[src/rtl/pal_we_pkg.sv]
package pal_we_pkg;
  localparam int unsigned VA_W_DEF   = 14;
  localparam int unsigned DW_DEF     = 8;
  localparam int unsigned SEL_W_DEF  = 3;
  localparam int unsigned PAL_AW_DEF = 5;
  localparam int unsigned PAL_BASE_DEF = 32'h3F00;

  localparam int unsigned SEL_STATUS_CODE = 2;
  localparam int unsigned SEL_ADDR_CODE   = 6;
  localparam int unsigned SEL_DATA_CODE   = 7;
endpackage

[src/rtl/pal_bus_capture.sv]
module pal_bus_capture #(
  parameter int unsigned SEL_W = 3,
  parameter int unsigned DW    = 8
) (
  input  logic             clk_i,
  input  logic             rst_ni,
  input  logic             ce_ni,
  input  logic             rw_i,
  input  logic [SEL_W-1:0] sel_i,
  input  logic [DW-1:0]    data_i,
  output logic [SEL_W-1:0] sel_lat_o,
  output logic             rd_lat_o,
  output logic [DW-1:0]    data_o,
  output logic             evt_o
);
  logic             ce_q;
  logic             fall;
  logic [SEL_W-1:0] sel_q;
  logic             rd_q;
  logic [DW-1:0]    data_q;

  assign fall = ce_q & ~ce_ni;
  assign evt_o = ~ce_q & ce_ni;

  always_ff @(posedge clk_i or negedge rst_ni) begin
    if (!rst_ni) begin
      ce_q   <= 1'b1;
      sel_q  <= '0;
      rd_q   <= 1'b1;
      data_q <= '0;
    end else begin
      ce_q <= ce_ni;
      if (fall) begin
        sel_q <= sel_i;
        rd_q  <= rw_i;
      end
      // keep the last byte seen while the access is open
      if (!ce_ni) data_q <= data_i;
    end
  end

  assign sel_lat_o = sel_q;
  assign rd_lat_o  = rd_q;
  assign data_o    = data_q;

  AST_SEL_LATCH_ON_FALL: assert property (@(posedge clk_i) disable iff (!rst_ni)
    fall |=> sel_lat_o == $past(sel_i));
  AST_DATA_AT_RISE: assert property (@(posedge clk_i) disable iff (!rst_ni)
    evt_o |-> data_o == $past(data_i));
endmodule

[src/rtl/pal_vaddr_reg.sv]
module pal_vaddr_reg
  import pal_we_pkg::*;
#(
  parameter int unsigned VA_W  = 14,
  parameter int unsigned DW    = 8,
  parameter int unsigned SEL_W = 3
) (
  input  logic             clk_i,
  input  logic             rst_ni,
  input  logic             evt_i,
  input  logic [SEL_W-1:0] sel_i,
  input  logic             rd_i,
  input  logic [DW-1:0]    data_i,
  output logic [VA_W-1:0]  vaddr_o
);
  localparam int unsigned HI_W = VA_W - DW;
  localparam logic [SEL_W-1:0] SEL_S = SEL_W'(SEL_STATUS_CODE);
  localparam logic [SEL_W-1:0] SEL_A = SEL_W'(SEL_ADDR_CODE);
  localparam logic [SEL_W-1:0] SEL_D = SEL_W'(SEL_DATA_CODE);

  logic [VA_W-1:0] vaddr_q;
  logic [HI_W-1:0] hi_q;
  logic            tog_q;

  always_ff @(posedge clk_i or negedge rst_ni) begin
    if (!rst_ni) begin
      vaddr_q <= '0;
      hi_q    <= '0;
      tog_q   <= 1'b0;
    end else if (evt_i) begin
      if (sel_i == SEL_D) begin
        vaddr_q <= vaddr_q + 1'b1;
      end else if (sel_i == SEL_A && !rd_i) begin
        if (!tog_q) begin
          hi_q  <= data_i[HI_W-1:0];
          tog_q <= 1'b1;
        end else begin
          vaddr_q <= {hi_q, data_i};
          tog_q   <= 1'b0;
        end
      end else if (sel_i == SEL_S && rd_i) begin
        tog_q <= 1'b0;
      end
    end
  end

  assign vaddr_o = vaddr_q;

  AST_DATA_INCR: assert property (@(posedge clk_i) disable iff (!rst_ni)
    (evt_i && sel_i == SEL_D) |=> vaddr_o == VA_W'($past(vaddr_o) + 1'b1));
  AST_STATUS_CLR: assert property (@(posedge clk_i) disable iff (!rst_ni)
    (evt_i && sel_i == SEL_S && rd_i) |=> !tog_q);
  AST_HI_HOLDS_ADDR: assert property (@(posedge clk_i) disable iff (!rst_ni)
    (evt_i && sel_i == SEL_A && !rd_i && !tog_q) |=> $stable(vaddr_o));
endmodule

[src/rtl/pal_we_gate.sv]
module pal_we_gate
  import pal_we_pkg::*;
#(
  parameter int unsigned VA_W   = 14,
  parameter int unsigned SEL_W  = 3,
  parameter int unsigned PAL_AW = 5,
  parameter logic [VA_W-1:0] PAL_BASE = 14'h3F00
) (
  input  logic              clk_i,
  input  logic              rst_ni,
  input  logic [VA_W-1:0]   vaddr_i,
  input  logic [SEL_W-1:0]  sel_lat_i,
  input  logic [SEL_W-1:0]  sel_live_i,
  input  logic              rw_i,
  input  logic              ce_ni,
  output logic [PAL_AW-1:0] addr_o,
  output logic              we_no_o
);
  localparam logic [SEL_W-1:0] SEL_D = SEL_W'(SEL_DATA_CODE);

  logic in_win;
  logic sel_ok;

  assign in_win = vaddr_i[VA_W-1:PAL_AW] == PAL_BASE[VA_W-1:PAL_AW];
  // both the latched and the live select must name the data register
  assign sel_ok = (sel_lat_i == SEL_D) && (sel_live_i == SEL_D);
  assign we_no_o = !(rst_ni && in_win && sel_ok) || rw_i || ce_ni;
  assign addr_o  = vaddr_i[PAL_AW-1:0];

  AST_ADDR_STABLE_IN_PULSE: assert property (@(posedge clk_i) disable iff (!rst_ni)
    (!we_no_o && $past(!we_no_o)) |-> $stable(addr_o));
endmodule

[src/rtl/pal_we_ctrl.sv]
module pal_we_ctrl
  import pal_we_pkg::*;
#(
  parameter int unsigned VA_W   = VA_W_DEF,
  parameter int unsigned DW     = DW_DEF,
  parameter int unsigned SEL_W  = SEL_W_DEF,
  parameter int unsigned PAL_AW = PAL_AW_DEF,
  parameter logic [VA_W-1:0] PAL_BASE = VA_W'(PAL_BASE_DEF)
) (
  input  logic              clk_i,
  input  logic              rst_ni,
  input  logic              ce_ni,
  input  logic              rw_i,
  input  logic [SEL_W-1:0]  reg_sel_i,
  input  logic [DW-1:0]     data_i,
  output logic [PAL_AW-1:0] pal_addr_o,
  output logic              pal_we_no
);
  localparam logic [SEL_W-1:0] SEL_A = SEL_W'(SEL_ADDR_CODE);

  logic [SEL_W-1:0] sel_lat;
  logic             rd_lat;
  logic [DW-1:0]    cap_data;
  logic             evt;
  logic [VA_W-1:0]  vaddr;

  pal_bus_capture #(.SEL_W(SEL_W), .DW(DW)) u_cap (
    .clk_i     (clk_i),
    .rst_ni    (rst_ni),
    .ce_ni     (ce_ni),
    .rw_i      (rw_i),
    .sel_i     (reg_sel_i),
    .data_i    (data_i),
    .sel_lat_o (sel_lat),
    .rd_lat_o  (rd_lat),
    .data_o    (cap_data),
    .evt_o     (evt)
  );

  pal_vaddr_reg #(.VA_W(VA_W), .DW(DW), .SEL_W(SEL_W)) u_vaddr (
    .clk_i   (clk_i),
    .rst_ni  (rst_ni),
    .evt_i   (evt),
    .sel_i   (sel_lat),
    .rd_i    (rd_lat),
    .data_i  (cap_data),
    .vaddr_o (vaddr)
  );

  pal_we_gate #(.VA_W(VA_W), .SEL_W(SEL_W), .PAL_AW(PAL_AW), .PAL_BASE(PAL_BASE)) u_gate (
    .clk_i      (clk_i),
    .rst_ni     (rst_ni),
    .vaddr_i    (vaddr),
    .sel_lat_i  (sel_lat),
    .sel_live_i (reg_sel_i),
    .rw_i       (rw_i),
    .ce_ni      (ce_ni),
    .addr_o     (pal_addr_o),
    .we_no_o    (pal_we_no)
  );

  AST_WE_ONLY_ON_WRITE: assert property (@(posedge clk_i) disable iff (!rst_ni)
    !pal_we_no |-> (!rw_i && !ce_ni));
  AST_NO_ADDR_REG_PULSE: assert property (@(posedge clk_i) disable iff (!rst_ni)
    (!ce_ni && reg_sel_i == SEL_A) |-> pal_we_no);
  always_comb begin
    if (!rst_ni) AST_RESET_WE_HIGH: assert (pal_we_no);
  end
endmodule

[config.mk]
export PLATFORM = sky130hd
export DESIGN_NAME = pal_we_ctrl
export DESIGN_NICKNAME = d
export VERILOG_FILES = /design/src/rtl/pal_we_pkg.sv /design/src/rtl/pal_bus_capture.sv /design/src/rtl/pal_vaddr_reg.sv /design/src/rtl/pal_we_gate.sv /design/src/rtl/pal_we_ctrl.sv
export SDC_FILE = /design/constraint.sdc
export NUM_CORES = 1
export LEC_CHECK = 0
export ABC_CLOCK_PERIOD_IN_PS = 2700
export CORE_MARGIN = 4
export CORE_UTILIZATION = 60
export CTS_BUF_LIST = sky130_fd_sc_hd__clkbuf_4
export CTS_CLUSTER_DIAMETER = 40
export DETAILED_ROUTE_END_ITERATION = 6
export GPL_TIMING_DRIVEN = 0
export PLACE_DENSITY = 0.86
export SLEW_MARGIN = 20
export SYNTH_ARGS = -nofsm -noshare
export SYNTH_HDL_FRONTEND = slang
export SYNTH_SLANG_ARGS = --single-unit
[constraint.sdc]
create_clock -name clk_i -period 2.7 [get_ports clk_i]
set_input_delay 0.27 -clock clk_i [delete_from_list [all_inputs] [get_ports clk_i]]
set_output_delay 0.27 -clock clk_i [all_outputs]
set_load 0.01 [all_outputs]
==> out/metrics.csv <==
stage,metric,value,unit
final_layout,final_cells,229,
clock_network,cts_hold_buf,1,
final_layout,final_nets,213,
logic_synthesis,synth_fa_ha_area_share,0.705,%
clock_network,tritoncts,built,
timing,max_slew_margin,61.7,%
die,die_w,62.4,µm
global_routing,grt_use_met1,28.7,%
timing,setup_viol,0,
global_routing,met3_usage,5.94,%
logic_synthesis,post_synth_xor_area_fraction,0,%
route,firstDrtPassIters,5,
setup_path,crit_arrival,2190,ps
final_layout,ff_latch_area,853,µm²
final_layout,fillCellCount,183,
clock_network,cts.sinks,34,
setup_path,rr_worst_depth,3,
timing,post-route-min-period,2460,ps
logic_synthesis,synth.area.mux_share,10.1,%
clock_network,cts_buffers,5,
route,wl_per_cell,19.2,µm
setup_path,start_kind,input pin,
run_status,outcome,"complete, no violations",
timing,max_clock_freq,407,MHz
setup_path,r2r_end,u_vaddr.hi_q[4],
placed_design,numPlacedInstances,220,
final_layout,n_antenna_cell,0,
logic_synthesis,synth-main-ff-cell,dfrtp_1,
power_and_ir_drop,power,0.00182,W
setup_path,crit_fanout,21,
logic_synthesis,ys.warnings.count,0,
placed_design,globalplace.congestion,0.834,
power_and_ir_drop,vdd.ir_drop.worst,0.854,mV
die,die-area,0.00389,mm²
clock_network,cts_resized,0,
route,drt_iter0_drc,128,
die,row_count,19,
setup_path,critical_path_class,in -> out,
timing,finalCritPeriodShare,90.9,%
placed_design,portBuffers,20,
logic_synthesis,synth_top_family_by_area,compound AO/OA/AOI/OAI gates,
setup_path,slowest_delay,530,ps
clock_network,clk_pin_slew,120,ps
die,coreArea,0.00278,mm²
power_and_ir_drop,p_leak,0.852,nW
logic_synthesis,synth_seq_area_share,48.1,%
setup_path,path_cells,dlygate4sd3_1 > buf_2 > buf_16 > nand4_1 > nor3_1 > nand4_1 > clkdlybuf4s50_1,
clock_network,cts_buffer_depth,2,
setup_path,crit_family,buffers and inverters,
global_routing,busiest_layer,met2,
logic_synthesis,syn_area_per_cell,10.6,µm²
timing,tightest_slew,570,ps
clock_network,clock-root-buffer,clkbuf_4,
logic_synthesis,synth_compound_area_share,18.3,%
timing,slew_viol_final,0,
final_layout,area_growth,19.9,%
setup_path,endpoint_kind,output pin,
route,wl,4400,µm
logic_synthesis,netlist_instances,168,
timing,rsz0062_at_grt,no,
die,start_util,63.8,%
setup_path,r2r_start,u_cap.sel_lat_o[0],
route,vias_per_cell,6.74,
logic_synthesis,netlist_area,0.00178,mm²
global_routing,grt_usage,23.6,%
setup_path,crit_path_top_delay_cell,dlygate4sd3_1,
clock_network,cts_max_level,2,
power_and_ir_drop,power_density,854,mW/mm²
global_routing,antenna_found_initial,0,
clock_network,post-cts-setup-buffers,0,
logic_synthesis,yosys.area_share.simple,17.7,%
setup_path,cp_common_cell,nand4_1,
global_routing,grt_pass1_vias,1603,
global_routing,grt_overflow,0,
route,vias,1543,
logic_synthesis,async_flop_share,100,%
clock_network,clk_latency,340,ps
timing,setup_tns,0,ps
setup_path,rrSetupSlack,970,ps
logic_synthesis,yosysUniqueCellTypes,44,
logic_synthesis,synth-seq-cells,34,
global_routing,global_route.usage.met2,38.7,%
hold_path,hp-class,in -> async,
run,max_cap_viol_count,0,
global_routing,grt_pass1_wl,7410,µm
final_layout,drive_gt1_share,23.7,%
timing,hold_violations,0,
setup_path,critical_path_required,2430,ps
logic_synthesis,synth_edf_count,0,
global_routing,grt_start_max_net_pins,22,
die,die_h,62.4,µm
route,ant_nets,0,
placed_design,dp_hpwl,3120,µm
final_layout,multi_input_area,831,µm²
route,route.detailed.drc,0,
logic_synthesis,syn_nets,184,
die,ios,21,
timing,finClkSkew,20.8,ps
setup_path,path_buf_inv,4,
-- stage by stage --
stage                     utilization [%]  setup WS, ps  cell area [µm²]  hold WS, ps
after global placement               72.4          -375             2010          500
after global routing                 76.6          84.5             2130          408
final                                76.6           245             2130          371
after floorplan                         -          1230             1780        -25.6
after CTS                            76.6           212             2130          388
after detailed placement             73.2           558             2040          210
-- area by class of cell --
cell class	count	share of cell area, %
Clock buffer	7	2.47
Clock inverter	1	1.41
Tap cell	31	1.82
Timing Repair Buffer	22	10.9
Multi-Input combinational cell	119	39.0
Inverter	3	0.529
Buffer	12	3.76
Sequential cell	34	40.1
-- layout by cell type, fill, tap and decap left out, types with 4 or more instances in the layout --
cell type / instances
nor2_1: 9
clkbuf_4: 7
a21oi_1: 16
mux2_2: 16
dfrtp_1: 32
buf_2: 4
o21ai_0: 12
buf_4: 6
nand4_1: 7
nand3_1: 5
clkdlybuf4s50_1: 19
nand2_1: 12
-- logic make-up after synthesis --
logic type,Yosys count
buf+inv,15
simple gates,53
mux,16
compound gates,49
flops,34
fa+ha+maj,1
-- cell usage after synthesis (3+ instances only) --
cell / instances / area (µm²)
a21oi_1: 16 / 80.1
a2bb2oi_1: 3 / 26.3
and4_1: 3 / 26.3
buf_2: 3 / 15.0
buf_4: 6 / 45.0
dfrtp_1: 32 / 801
mux2_2: 16 / 180
nand2_1: 12 / 45.0
nand3_1: 5 / 25.0
nand4_1: 7 / 43.8
nor2_1: 9 / 33.8
nor3_1: 3 / 15.0
o21ai_0: 12 / 60.1
o22ai_1: 3 / 18.8
o2bb2ai_1: 3 / 26.3
-- metal layers --
layer,vias up,wire length [µm]
li1,684,-
met1,737,1680
met2,98,2210
met3,24,370
met4,0,145
met5,-,0
-- worst max path at each step --
stage	from	endpoint	slack, ps	cells after the start
after floorplan	u_cap.sel_lat_o[0]	u_vaddr.hi_q[0]	1230	3
after global placement	rst_ni	pal_we_no	-380	5
after detailed placement	ce_ni	pal_we_no	560	5
after CTS	rst_ni	pal_we_no	210	7
after global routing	rst_ni	pal_we_no	80	7
final	rst_ni	pal_we_no	240	7
-- power breakdown --
| part | leakage (nW) | internal (W) | switching, W |
|---|---|---|---|
| sequential | 0.406 | 0.000670 | 0.000200 |
| clock | 0.0463 | 0.000217 | 0.000175 |
| combinational | 0.399 | 0.000305 | 0.000251 |
-- registers in the layout (all words and copies together) (netlist names) --
| name | count |
|---|---|
| u_cap.rd_lat_o | 1 |
| u_cap.ce_q | 1 |
| u_cap.sel_lat_o | 3 |
| u_vaddr.hi_q | 6 |
| u_cap.data_o | 8 |
| u_vaddr.vaddr_o | 14 |
| u_vaddr.tog_q | 1 |
Power figures use the tool's default switching activity.
